### src/rtl/opf_pkg.sv
package opf_pkg;
    localparam int DW    = 16;
    localparam int FW    = 6;
    localparam int RW    = 4;
    localparam int WORDW = 2 * FW;

    typedef enum logic [2:0] {
        AM_REG, AM_IMM, AM_DIR, AM_IND, AM_AINC, AM_IDX
    } amode_e;

    typedef struct packed {
        amode_e        mode;
        logic [RW-1:0] rsel;
        logic          is_byte;
        logic          need_ext;
        logic          is_mem;
        logic          bad;
    } opd_t;

    typedef enum logic [2:0] {
        ST_IDLE, ST_SEXT, ST_SACC, ST_DEXT, ST_DACC, ST_DONE, ST_ILL
    } st_e;

    function automatic opd_t decode_field(input logic [FW-1:0] f, input logic is_dst);
        opd_t o;
        o = '0;
        o.rsel = {1'b1, f[2:0]};
        o.is_byte = f[3];
        unique case (f[5:4])
            2'b00: begin
                o.mode = AM_REG;
                o.rsel = f[3:0];
                o.is_byte = 1'b0;
            end
            2'b01: begin
                if (f[3:0] == 4'hF) begin
                    o.mode = AM_IMM;
                    o.is_byte = 1'b0;
                    o.need_ext = 1'b1;
                    o.bad = is_dst;
                end else begin
                    o.mode = AM_IND;
                    o.is_mem = 1'b1;
                end
            end
            2'b10: begin
                o.is_mem = 1'b1;
                if (f[2:0] == 3'b111) begin
                    o.mode = AM_DIR;
                    o.need_ext = 1'b1;
                end else begin
                    o.mode = AM_AINC;
                end
            end
            default: begin
                o.mode = AM_IDX;
                o.is_mem = 1'b1;
                o.need_ext = 1'b1;
                o.bad = (f[3:0] == 4'hF);
            end
        endcase
        return o;
    endfunction
endpackage

### src/rtl/opf_field_dec.sv
module opf_field_dec
    import opf_pkg::*;
(
    input  logic [FW-1:0] fld,
    input  logic          is_dst,
    output opd_t          opd
);
    assign opd = decode_field(fld, is_dst);
endmodule

### src/rtl/opf_agen.sv
module opf_agen
    import opf_pkg::*;
(
    input  amode_e        mode,
    input  logic          is_byte,
    input  logic [DW-1:0] reg_val,
    input  logic [DW-1:0] ext_val,
    input  logic [DW-1:0] mem_rd,
    input  logic [DW-1:0] wr_val,
    output logic [DW-1:0] ea,
    output logic [DW-1:0] rd_val,
    output logic [1:0]    be,
    output logic [DW-1:0] wdata,
    output logic [DW-1:0] inc_val
);
    logic [7:0] lane_byte;

    always_comb begin
        unique case (mode)
            AM_DIR:  ea = ext_val;
            AM_IDX:  ea = reg_val + ext_val;
            default: ea = reg_val;
        endcase
        lane_byte = ea[0] ? mem_rd[15:8] : mem_rd[7:0];
        unique case (mode)
            AM_REG:  rd_val = reg_val;
            AM_IMM:  rd_val = ext_val;
            default: rd_val = is_byte ? {{(DW-8){1'b0}}, lane_byte} : mem_rd;
        endcase
        be      = is_byte ? (ea[0] ? 2'b10 : 2'b01) : 2'b11;
        wdata   = is_byte ? {wr_val[7:0], wr_val[7:0]} : wr_val;
        inc_val = reg_val + (is_byte ? DW'(1) : DW'(2));
    end
endmodule

### src/rtl/opf_ctrl.sv
module opf_ctrl
    import opf_pkg::*;
(
    input  logic             clk,
    input  logic             rst,
    input  logic             start,
    input  logic [WORDW-1:0] opd_word,
    input  logic             pc_load,
    input  logic [DW-1:0]    pc_load_val,
    input  logic [DW-1:0]    fetch_data,
    input  opd_t             s,
    input  opd_t             d,
    input  logic [DW-1:0]    rd_val,
    input  logic [DW-1:0]    inc_val,
    output logic [WORDW-1:0] act_word,
    output logic             busy,
    output logic             fetch_req,
    output logic [DW-1:0]    pc,
    output amode_e           cur_mode,
    output logic [RW-1:0]    cur_rsel,
    output logic             cur_byte,
    output logic [DW-1:0]    ext_q,
    output logic [DW-1:0]    src_q,
    output logic             rf_we,
    output logic [RW-1:0]    rf_waddr,
    output logic [DW-1:0]    rf_wdata,
    output logic             mem_req,
    output logic             mem_we,
    output logic             wb_done,
    output logic             illegal
);
    st_e              st_q, st_n;
    logic [WORDW-1:0] word_q;
    logic             dphase;

    assign act_word = (st_q == ST_IDLE) ? opd_word : word_q;
    assign busy     = (st_q != ST_IDLE);
    assign dphase   = (st_q == ST_DEXT) || (st_q == ST_DACC);
    assign cur_mode = dphase ? d.mode    : s.mode;
    assign cur_rsel = dphase ? d.rsel    : s.rsel;
    assign cur_byte = dphase ? d.is_byte : s.is_byte;

    always_comb begin
        st_n      = st_q;
        fetch_req = 1'b0;
        rf_we     = 1'b0;
        rf_waddr  = cur_rsel;
        rf_wdata  = inc_val;
        mem_req   = 1'b0;
        mem_we    = 1'b0;
        wb_done   = 1'b0;
        illegal   = 1'b0;
        unique case (st_q)
            ST_IDLE: if (start) begin
                if (s.bad || d.bad) st_n = ST_ILL;
                else                st_n = s.need_ext ? ST_SEXT : ST_SACC;
            end
            ST_SEXT: begin
                fetch_req = 1'b1;
                st_n = ST_SACC;
            end
            ST_SACC: begin
                mem_req = s.is_mem;
                rf_we   = (s.mode == AM_AINC);
                st_n    = d.need_ext ? ST_DEXT : ST_DACC;
            end
            ST_DEXT: begin
                fetch_req = 1'b1;
                st_n = ST_DACC;
            end
            ST_DACC: begin
                mem_req = d.is_mem;
                mem_we  = d.is_mem;
                rf_we   = (d.mode == AM_AINC) || (d.mode == AM_REG);
                if (d.mode == AM_REG) rf_wdata = src_q;
                st_n = ST_DONE;
            end
            ST_DONE: begin
                wb_done = 1'b1;
                st_n = ST_IDLE;
            end
            default: begin
                illegal = 1'b1;
                st_n = ST_IDLE;
            end
        endcase
    end

    always_ff @(posedge clk) begin
        if (rst) begin
            st_q   <= ST_IDLE;
            word_q <= '0;
            pc     <= '0;
            ext_q  <= '0;
            src_q  <= '0;
        end else begin
            st_q <= st_n;
            if (st_q == ST_IDLE && start) word_q <= opd_word;
            if (st_q == ST_IDLE && pc_load) pc <= pc_load_val;
            if (fetch_req) begin
                ext_q <= fetch_data;
                pc    <= pc + DW'(2);
            end
            if (st_q == ST_SACC) src_q <= rd_val;
        end
    end

    AST_ILL_QUIET: assert property (@(posedge clk) disable iff (rst)
        illegal |-> !mem_req && !rf_we && !fetch_req && !wb_done);
    AST_PC_STEP: assert property (@(posedge clk) disable iff (rst)
        fetch_req |=> pc == $past(pc) + DW'(2));
    AST_BUSY_START: assert property (@(posedge clk) disable iff (rst)
        $rose(busy) |-> $past(start));
    AST_WB_AFTER_WRITE: assert property (@(posedge clk) disable iff (rst)
        wb_done |-> $past((mem_req && mem_we) || rf_we));
endmodule

### src/rtl/opf_unit.sv
module opf_unit
    import opf_pkg::*;
(
    input  logic             clk,
    input  logic             rst,
    input  logic             start,
    input  logic [WORDW-1:0] opd_word,
    output logic             busy,
    input  logic             pc_load,
    input  logic [DW-1:0]    pc_load_val,
    output logic             fetch_req,
    output logic [DW-1:0]    fetch_addr,
    input  logic [DW-1:0]    fetch_data,
    output logic [RW-1:0]    rf_raddr,
    input  logic [DW-1:0]    rf_rdata,
    output logic             rf_we,
    output logic [RW-1:0]    rf_waddr,
    output logic [DW-1:0]    rf_wdata,
    output logic             mem_req,
    output logic             mem_we,
    output logic [DW-1:0]    mem_addr,
    output logic [1:0]       mem_be,
    output logic [DW-1:0]    mem_wdata,
    input  logic [DW-1:0]    mem_rdata,
    output logic [DW-1:0]    src_val,
    output logic             wb_done,
    output logic             illegal
);
    logic [WORDW-1:0] act_word;
    opd_t             fld_dec [2];
    amode_e           cur_mode;
    logic [RW-1:0]    cur_rsel;
    logic             cur_byte;
    logic [DW-1:0]    ext_q, src_q, rd_val, inc_val;

    // index 0 decodes the destination field, index 1 the source field
    for (genvar g = 0; g < 2; g++) begin : g_dec
        opf_field_dec u_dec (
            .fld    (act_word[g*FW +: FW]),
            .is_dst (1'(g == 0)),
            .opd    (fld_dec[g])
        );
    end

    opf_ctrl u_ctrl (
        .clk(clk), .rst(rst), .start(start), .opd_word(opd_word),
        .pc_load(pc_load), .pc_load_val(pc_load_val), .fetch_data(fetch_data),
        .s(fld_dec[1]), .d(fld_dec[0]), .rd_val(rd_val), .inc_val(inc_val),
        .act_word(act_word), .busy(busy), .fetch_req(fetch_req), .pc(fetch_addr),
        .cur_mode(cur_mode), .cur_rsel(cur_rsel), .cur_byte(cur_byte),
        .ext_q(ext_q), .src_q(src_q), .rf_we(rf_we), .rf_waddr(rf_waddr),
        .rf_wdata(rf_wdata), .mem_req(mem_req), .mem_we(mem_we),
        .wb_done(wb_done), .illegal(illegal)
    );

    opf_agen u_agen (
        .mode(cur_mode), .is_byte(cur_byte), .reg_val(rf_rdata), .ext_val(ext_q),
        .mem_rd(mem_rdata), .wr_val(src_q), .ea(mem_addr), .rd_val(rd_val),
        .be(mem_be), .wdata(mem_wdata), .inc_val(inc_val)
    );

    assign rf_raddr = cur_rsel;
    assign src_val  = src_q;

    AST_BYTE_LANE: assert property (@(posedge clk) disable iff (rst)
        (mem_req && mem_we && mem_be != 2'b11)
            |-> $countones(mem_be) == 1 && mem_wdata[15:8] == mem_wdata[7:0]);
    AST_STROBE_EXCL: assert property (@(posedge clk) disable iff (rst)
        !(wb_done && illegal));
endmodule

### config.mk
export PLATFORM = sky130hd
export DESIGN_NAME = opf_unit
export DESIGN_NICKNAME = d
export VERILOG_FILES = /design/src/rtl/opf_pkg.sv /design/src/rtl/opf_field_dec.sv /design/src/rtl/opf_agen.sv /design/src/rtl/opf_ctrl.sv /design/src/rtl/opf_unit.sv
export SDC_FILE = /design/constraint.sdc
export NUM_CORES = 1
export LEC_CHECK = 0
export ABC_AREA = 1
export CORE_MARGIN = 2
export CORE_UTILIZATION = 44
export DETAILED_ROUTE_END_ITERATION = 16
export PLACE_DENSITY = 0.79
export SYNTH_ARGS = -nofsm -noshare
export SYNTH_HDL_FRONTEND = slang
export SYNTH_HIERARCHICAL = 1
export SYNTH_SLANG_ARGS = --single-unit
### constraint.sdc
create_clock -name clk -period 4.1 [get_ports clk]
set_input_delay 0.82 -clock clk [delete_from_list [all_inputs] [get_ports clk]]
set_output_delay 0.82 -clock clk [all_outputs]
set_load 0.01 [all_outputs]
# [After elaboration in Yosys (flattened, before gate mapping)]
# Index checks and enable logic that the tools add are counted.
[totals] regBits=63 inputBits=80 output_inout_bits=97 elab_cells=91
[classes] add_sub_neg=3 n_eq_ne=19 mux=48 n_reduce_logical=16
[ops] op="$mux W16" count=6
[ops] op="$pmux W16 S2" count=2
[ops] op="$add A16 B16 Y16" count=2
[ops] op="$eq A3 B3 Y1 const B" count=7
[ops] op="$mux W3" count=6
[ops] op="$pmux W3 S3" count=2
[ops] op="$add A16 B2 Y16 const B" count=1
[ops] op="$mux W2" count=8
[ops] op="$pmux W3 S5" count=1
[ops] op="$mux W12" count=1
[ops] op="$mux W4" count=3
[ops] op="$pmux W2 S3" count=2
[ops] op="$mux W1" count=11
[ops] op="$pmux W1 S2" count=5
[ops] op="$eq A3 B2 Y1 const B" count=3
[ops] op="$logic_not A3 Y1" count=3
[ops] op="$eq A4 B4 Y1 const B" count=2
[ops] op="$mux W8" count=1
[ops] op="$eq A3 B1 Y1 const B" count=2
[ops] op="$reduce_or A6 Y1" count=1
[ops] op="$eq A2 B1 Y1 const B" count=2
[ops] op="$eq A2 B2 Y1 const B" count=2
[ops] op="$logic_not A2 Y1" count=2
[ops] op="$reduce_or A2 Y1" count=2
[ops] op="6 further kinds" count=9

# [Logic depth before layout (Yosys ltp)]
# Gate-level depths: netlist of the first run.
[depth] depth_word=11 ltp_mapped=25 mapped_depth_nobuf=24

# [Modules after synthesis]
# Netlist of the first run, hierarchy kept.
[by_module_without_submodules] module="opf_ctrl" n_inst=1 cells_each=500 area_per_inst_um2=3378.2 seq_area_each_um2=1261.2
[by_module_without_submodules] module="opf_agen" n_inst=1 cells_each=437 area_per_inst_um2=2257.2 seq_area_each_um2=0.0
[by_module_without_submodules] module="opf_field_dec" n_inst=2 cells_each=30 area_per_inst_um2=131.4 seq_area_each_um2=0.0
[by_module_without_submodules] module="opf_unit" n_inst=1 cells_each=2 area_per_inst_um2=7.5 seq_area_each_um2=0.0

# [Least setup slack after synthesis of the first run]
# Ideal clock, no wire load.
[synth_path] path_kind="flip-flop to output port" start="register u_ctrl.st_q[1]" end="output port rf_wdata[13]" arrival_time_ns=3.639 required_ns=3.280 setup_slack_ns=-0.359 path_stages_with_launch=24 n_path_buf=3 path_cell_list="dfxtp_1 > nor2_2 > nand2_1 > inv_2 > clkbuf_1 > o21ai_0 > inv_1 > nor2_2 > nand3_1 > nand2_1 > nand2_1 > nand2_1 > buf_2 > clkinv_1 > buf_1 > ha_1 > a21oi_1 > nor2_1 > nand2_1 > nor2_1 > nand2_1 > xor2_1 > nand2_2 > o21ai_2"
[synth_rtl] item="start, declared" line_no="opf_ctrl.sv:32" rtl="st_e st_q, st_n;"
[synth_rtl] item="start signal, assigned" line_no="opf_ctrl.sv:97" rtl="st_q <= st_n;"
[synth_rtl] item="end, declared" line_no="opf_unit.sv:18" rtl="output logic [DW-1:0] rf_wdata,"

==> results.py, run 1 <==
metrics = {
    "layout": {
        "fin_nets": 1357,
        "antenna_cells": 0,
        "syn2layout_area_growth_pct": 55.7,
        "fin_area_sq_mm": 0.00920,
        "fillers": 1093,
        "drive_above_1_share_pct": 22.8,
        "final_common_cell": "nand2_1",
        "final_cell_mix": "nand2_1, inv_1, clkdlybuf4s50_1, buf_4",
        "layoutNonFillerInstCount": 1438,
    },
    "drt": {
        "first_pass_iters": 6,
        "drtIter0Drc": 838,
        "vias": 7776,
        "viasPerCell": 5.41,
        "antenna_left": 0,
        "drt_wl_total_microns": 24000,
        "drt-wirelength-per-cell_microns": 16.7,
        "route.detailed.drc": 0,
    },
    "die": {
        "die_y_microns": 120,
        "initial_core_util_pct": 44.8,
        "placementRows": 42,
        "top_level_ports": 177,
        "die_w_microns": 120,
        "core_area_sq_mm": 0.0132,
        "fp.dieArea_sq_mm": 0.0144,
    },
    "setup_path": {
        "cp-end-kind": "output port",
        "ff2ff_path_depth": 30,
        "cp_max_fo": 6,
        "cp-start-kind": "register",
        "critical_path_class": "reg2out",
        "cp.required_ns": 3.28,
        "arrival_ns": 3.52,
    },
    "pwr": {
        "clkPwrFrac_pct": 10.9,
        "switching_share_pct": 48.3,
        "p_seq_share_pct": 13.2,
        "p_comb_share_pct": 75.9,
        "switchingPower_mw": 3.77,
        "vdd_drop_max_mv": 0.692,
        "power_density_mw_per_mm2": 850,
        "p_leak_nw": 4.45,
        "total_power_mw": 7.81,
        "internal_power_mw": 4.04,
    },
    "global_route": {
        "overflow": 0,
        "grt_pass1_vias": 7016,
        "grt_max_degree": 46,
        "grt_pass1_wl_microns": 34700,
        "antenna_found_initial": 1,
        "gr-usage-all-layers_pct": 30.4,
    },
    "timing": {
        "whs_ns": 0.478,
        "post-route-min-period_ns": 4.34,
        "setup_slack_ns": -0.245,
        "post-route-period-util_pct": 106,
        "slew_viol_final": 0,
        "slew_headroom_pct": 51.1,
        "fmax_ghz": 0.230,
        "setup_viol": 15,
        "fin_skew_ns": 0.0113,
        "finalHoldViolations": 0,
        "rsz0062_at_grt": "yes",
        "tightest_slew_ns": 0.731,
    },
    "run_status": {
        "status": "complete, but fails checks",
        "violations": "setup timing",
    },
    "clock_tree": {
        "clock-sinks": 63,
        "cts-root-buf": "clkbuf_16",
        "clk-insertion-delay-late_ns": 0.35,
        "htreeDepth": 3,
        "cts_hold_buf": 0,
        "cts.clk_slew.worst_paths_ns": 0.05,
        "tritoncts": "done",
        "cts_made_buffers": 9,
        "clk_path_buf_depth": 2,
    },
    "logic_synthesis": {
        "synth_seq_cells": 63,
        "synth_async_sr_flop_share_pct": 0,
        "synth_edf_count": 0,
        "ys_types": 44,
        "synth_area_per_cell_sq_um": 5.91,
        "syn_inst": 999,
        "yosysWarnings": 6,
        "seq_area_frac_synth_pct": 21.4,
        "synth_fp_nets": 1099,
        "synthesis.area_sq_mm": 0.00591,
        "ys.flop_type": "dfxtp_1",
    },
    "place": {
        "portBuffers": 176,
        "pre_cts_ws_ns": -0.669,
        "dpl_cell_area_sq_mm": 0.00805,
        "dp.cells": 1356,
        "post-dp-hpwl_microns": 15300,
        "globalplace.congestion": 0.952,
    },
    "hold_path": {
        "hp-class": "reg2reg",
        "whs_path_depth": 2,
    },
    "job": {
        "cap_violations": 0,
    },
}
## critical path, stage by stage, from the launching register on
cell	delay, ns
dfxtp_2	0.33
nor2_2	0.04
nand2_1	0.10
inv_2	0.08
buf_12	0.13
clkbuf_16	0.15
buf_6	0.12
o21ai_4	0.17
nand2_2	0.08
inv_2	0.07
nand2_2	0.08
nand3_2	0.10
nand2_2	0.08
nand2_2	0.10
nand2_4	0.09
buf_6	0.14
inv_8	0.05
fa_2	0.23
nand3_4	0.10
or2_4	0.30
nor3_4	0.16
xor2_1	0.19
nand2_2	0.07
o21ai_2	0.05
buf_2	0.15
## sequential cells by signal, summed over array words and instances, names as in the netlist
register,cells
u_ctrl/pc,16
u_ctrl/ext_q,16
u_ctrl/word_q,12
u_ctrl/st_q,3
u_ctrl/src_q,16
## cell families after synthesis
logic type | synth area share, %
and+or+nand+nor | 38.4
AOI/OAI and AO/OA | 16.9
other | 0.127
DFF | 21.4
buffers and inverters | 16.4
xor gates and xnor gates | 2.37
adders and majority gates | 4.49
## routing by layer
metal	wire [microns]	global-route usage (%)	vias to the layer above
met4	988	12.3	2
met2	11800	53.0	467
li1	-	-	3684
met3	2030	7.32	87
met1	9110	35.7	3536
met5	13	0	-
## timing repair
| action | CTS | global route |
|---|---|---|
| resized for setup | 129 | 75 |
| pin swaps | 29 | 39 |
| setup buffers | 50 | 17 |
| endpoints found under the setup margin | 34 | 38 |
| gates cloned | 1 | 1 |
## final cells by class
cell class | count | area (sq um) | share of cell area (%)
Clock buffer | 11 | 243 | 2.64
Clock inverter | 5 | 81.3 | 0.884
Inverter | 170 | 656 | 7.13
Multi-Input combinational cell | 713 | 4000 | 43.5
Sequential cell | 63 | 1260 | 13.8
Tap cell | 176 | 220 | 2.39
Timing Repair Buffer | 300 | 2730 | 29.7
## power by group through the flow
stage,sequential (mW),combinational [mW],clock (mW)
global route,1.05,6.33,0.893
finish,1.03,5.93,0.851
floorplan,1.02,2.75,0
global placement,1.03,4.65,0
CTS,1.02,5.18,0.864
detailed placement,1.03,4.71,0
## metrics by stage
step                utilization [%]  TNS [ns]
floorplan                         -         0
global placement               61.0     -9.00
detailed placement             61.0     -9.68
CTS                            67.3   -0.0351
global route                   69.7     -4.91
finish                         69.7     -2.11
## final timing paths
check	slack (ns)	endpoint	start
max	-0.24	rf_wdata[10]	u_ctrl/st_q[0]
min	0.48	u_ctrl/word_q[4]	u_ctrl/word_q[4]
max reg2reg	0.11	u_ctrl/st_q[0]	u_ctrl/st_q[0]
min reg2reg	0.48	u_ctrl/word_q[4]	u_ctrl/word_q[4]
## synth_stat cells, types with 13 or more instances
| cell | n | area, sq um |
|---|---|---|
| nand2_1 | 274 | 1030 |
| o21ai_0 | 61 | 305 |
| nor2_1 | 76 | 285 |
| ha_1 | 18 | 225 |
| xor2_1 | 16 | 140 |
| o21ai_2 | 16 | 140 |
| nand3_1 | 78 | 390 |
| o22ai_1 | 15 | 93.8 |
| clkbuf_1 | 15 | 56.3 |
| inv_2 | 13 | 48.8 |
| a21oi_1 | 53 | 265 |
| nand2_2 | 17 | 106 |
| inv_1 | 156 | 586 |
| dfxtp_1 | 63 | 1260 |
| buf_4 | 21 | 158 |
Note: power is estimated with default switching activity, not from simulation.
==> inputs of run 2 (changes only) <==
--- a/config.mk
+++ b/config.mk
@@ -9,7 +9,10 @@
 export CORE_MARGIN = 2
 export CORE_UTILIZATION = 44
 export DETAILED_ROUTE_END_ITERATION = 16
+export GPL_TIMING_DRIVEN = 0
 export PLACE_DENSITY = 0.79
+export RECOVER_POWER = 50
+export SLEW_MARGIN = 20
 export SYNTH_ARGS = -nofsm -noshare
 export SYNTH_HDL_FRONTEND = slang
 export SYNTH_HIERARCHICAL = 1
==> results.py, run 2 (same netlist as run 1, synthesis figures left out) <==
metrics = {
    "run_status": {
        "status": "complete, but fails checks",
        "violations": "setup timing",
    },
    "global_route": {
        "grt_pass1_wl_microns": 36600,
        "antenna_found_initial": 1,
        "overflow": 0,
        "grt_pass1_vias": 7384,
        "gr-usage-all-layers_pct": 32.3,
        "grt_max_degree": 17,
    },
    "drt": {
        "route.detailed.drc": 0,
        "first_pass_iters": 6,
        "drtIter0Drc": 801,
        "vias": 7708,
        "drt-wirelength-per-cell_microns": 16.3,
        "viasPerCell": 5.32,
        "drt_wl_total_microns": 23600,
        "antenna_left": 0,
    },
    "pwr": {
        "p_seq_share_pct": 13.4,
        "p_leak_nw": 4.54,
        "total_power_mw": 7.74,
        "switching_share_pct": 48.6,
        "clkPwrFrac_pct": 10.3,
        "internal_power_mw": 3.98,
        "power_density_mw_per_mm2": 827,
        "switchingPower_mw": 3.76,
        "vdd_drop_max_mv": 0.736,
        "p_comb_share_pct": 76.4,
    },
    "clock_tree": {
        "cts.clk_slew.worst_paths_ns": 0.06,
        "tritoncts": "done",
        "cts_made_buffers": 9,
        "htreeDepth": 3,
        "clk_path_buf_depth": 2,
        "cts-root-buf": "clkbuf_16",
        "clk-insertion-delay-late_ns": 0.36,
        "cts_hold_buf": 0,
        "clock-sinks": 63,
    },
    "timing": {
        "fin_skew_ns": 0.0172,
        "finalHoldViolations": 0,
        "setup_viol": 13,
        "setup_slack_ns": -0.170,
        "fmax_ghz": 0.234,
        "post-route-min-period_ns": 4.27,
        "slew_headroom_pct": 54.9,
        "whs_ns": 0.472,
        "post-route-period-util_pct": 104,
        "rsz0062_at_grt": "yes",
        "tightest_slew_ns": 0.677,
        "slew_viol_final": 0,
    },
    "layout": {
        "fin_util_pct": 70.9,
        "fin_nets": 1366,
        "layoutNonFillerInstCount": 1448,
        "final_cell_mix": "nand2_1, inv_1, clkdlybuf4s50_1, buf_4, nor2_1",
        "drive_above_1_share_pct": 23.6,
        "fin_area_sq_mm": 0.00935,
        "final_common_cell": "nand2_1",
        "top_regs": "u_ctrl/ext_q (16), u_ctrl/pc (16), u_ctrl/src_q (16)",
        "fillers": 1092,
        "syn2layout_area_growth_pct": 58.4,
    },
    "die": {
        "top_level_ports": 177,
        "placementRows": 42,
        "initial_core_util_pct": 44.8,
        "die_y_microns": 120,
        "fp.dieArea_sq_mm": 0.0144,
        "die_w_microns": 120,
        "core_area_sq_mm": 0.0132,
    },
    "hold_path": {
        "min_from": "u_ctrl/pc[0]",
        "hold_end": "u_ctrl/pc[0]",
        "hp-class": "reg2reg",
        "whs_path_depth": 2,
    },
    "place": {
        "post-dp-hpwl_microns": 16200,
        "dpl_cell_area_sq_mm": 0.00789,
        "portBuffers": 175,
        "globalplace.congestion": 0.967,
        "dp.cells": 1350,
    },
    "setup_path": {
        "cp.required_ns": 3.28,
        "r2r_start": "u_ctrl/st_q[0]",
        "rrSetupSlack_ns": -0.11,
        "cp-start-kind": "register",
        "reg2reg_to": "u_ctrl/st_q[1]",
        "cp-end-kind": "output port",
        "critical_path_class": "reg2out",
        "cp_max_fo": 7,
        "arrival_ns": 3.45,
        "ff2ff_path_depth": 34,
    },
    "job": {
        "cap_violations": 0,
    },
}
[run 2: cell count changes in the layout (fill, tap and decap cells not counted), sizes merged]
cell and delta:
diode +1, bufinv -1, clkdlybuf4s50 +1, clkinv +3, inv -1, clkdlybuf4s15 -6, dlymetal6s2s +10, dlygate4sd3 +1
buf -5, clkbuf +12, clkinvlp +1, dlygate4sd2 -6
[run 2: layout make-up]
type | count | area, sq um | area share (%)
clock buffer | 9 | 225 | 2.41
timing repair buffer | 258 | 2370 | 25.3
buffer | 51 | 363 | 3.88
multi-input combinational | 713 | 4160 | 44.5
antenna | 1 | 2.50 | 0.0268
tap | 176 | 220 | 2.35
inverter | 170 | 671 | 7.17
clock inverter | 7 | 72.6 | 0.776
sequential | 63 | 1270 | 13.6
[run 2: routing by layer]
metal  global-route usage (%)  part of all wire, %  vias up  routed length, microns
li1                         -                    -     3702                       -
met1                     37.5                   39     3515                    9200
met2                     55.0                   48      397                   11400
met3                     7.65                  7.9       94                    1860
met4                     16.8                  4.7        0                    1110
met5                        0                    0        -                       0
[run 2: repair_timing]
item                                   CTS  global route
resized for setup                      145            83
endpoints found under the hold margin    0             0
gates cloned                             2             0
setup buffers                           68            14
pin swaps                               31            24
setup endpoints to repair               43            47
[run 2: power groups by stage]
stage	clock [mW]	combinational, mW	sequential, mW
finish	0.793	5.91	1.04
global route	0.831	6.36	1.06
CTS	0.804	5.44	1.03
detailed placement	0	4.50	1.04
global placement	0	4.46	1.03
floorplan	0	2.75	1.02
[run 2: stage by stage]
stage	TNS [ns]	setup WS [ns]
after floorplan	0	0.0159
after global placement	-29.83	-1.40
after detailed placement	-30.26	-1.47
after CTS	0	0.00150
after global routing	-3.58	-0.283
final	-1.03	-0.170
[run 2: how the worst max path moves through the flow]
stage	startpoint	to	slack (ns)	depth (start not counted)
after global placement	opd_word[4]	rf_wdata[13]	-1.40	22
after floorplan	u_ctrl/st_q[0]	rf_wdata[13]	0.02	24
after global routing	u_ctrl/st_q[0]	rf_wdata[10]	-0.28	23
final	u_ctrl/st_q[0]	rf_wdata[5]	-0.17	24
after CTS	u_ctrl/st_q[0]	mem_addr[10]	0.002	20
after detailed placement	opd_word[4]	rf_wdata[13]	-1.47	22
[run 2: critical path, cell delays in order (launching register included)]
cell      delay, ns
dfxtp_4        0.36
nor2_4         0.14
nand2_4        0.09
clkinv_8       0.09
buf_8          0.13
nand2_2        0.07
o21ai_4        0.08
inv_2          0.06
nor2_2         0.15
nand3_1        0.10
nand2_1        0.10
nand2_1        0.08
nand2_2        0.14
buf_6          0.15
clkinv_8       0.06
ha_4           0.26
a21oi_2        0.05
nor2_2         0.16
buf_6          0.15
buf_4          0.10
nand3_2        0.07
xor2_2         0.21
nand2_2        0.09
o21ai_2        0.06
buf_2          0.14
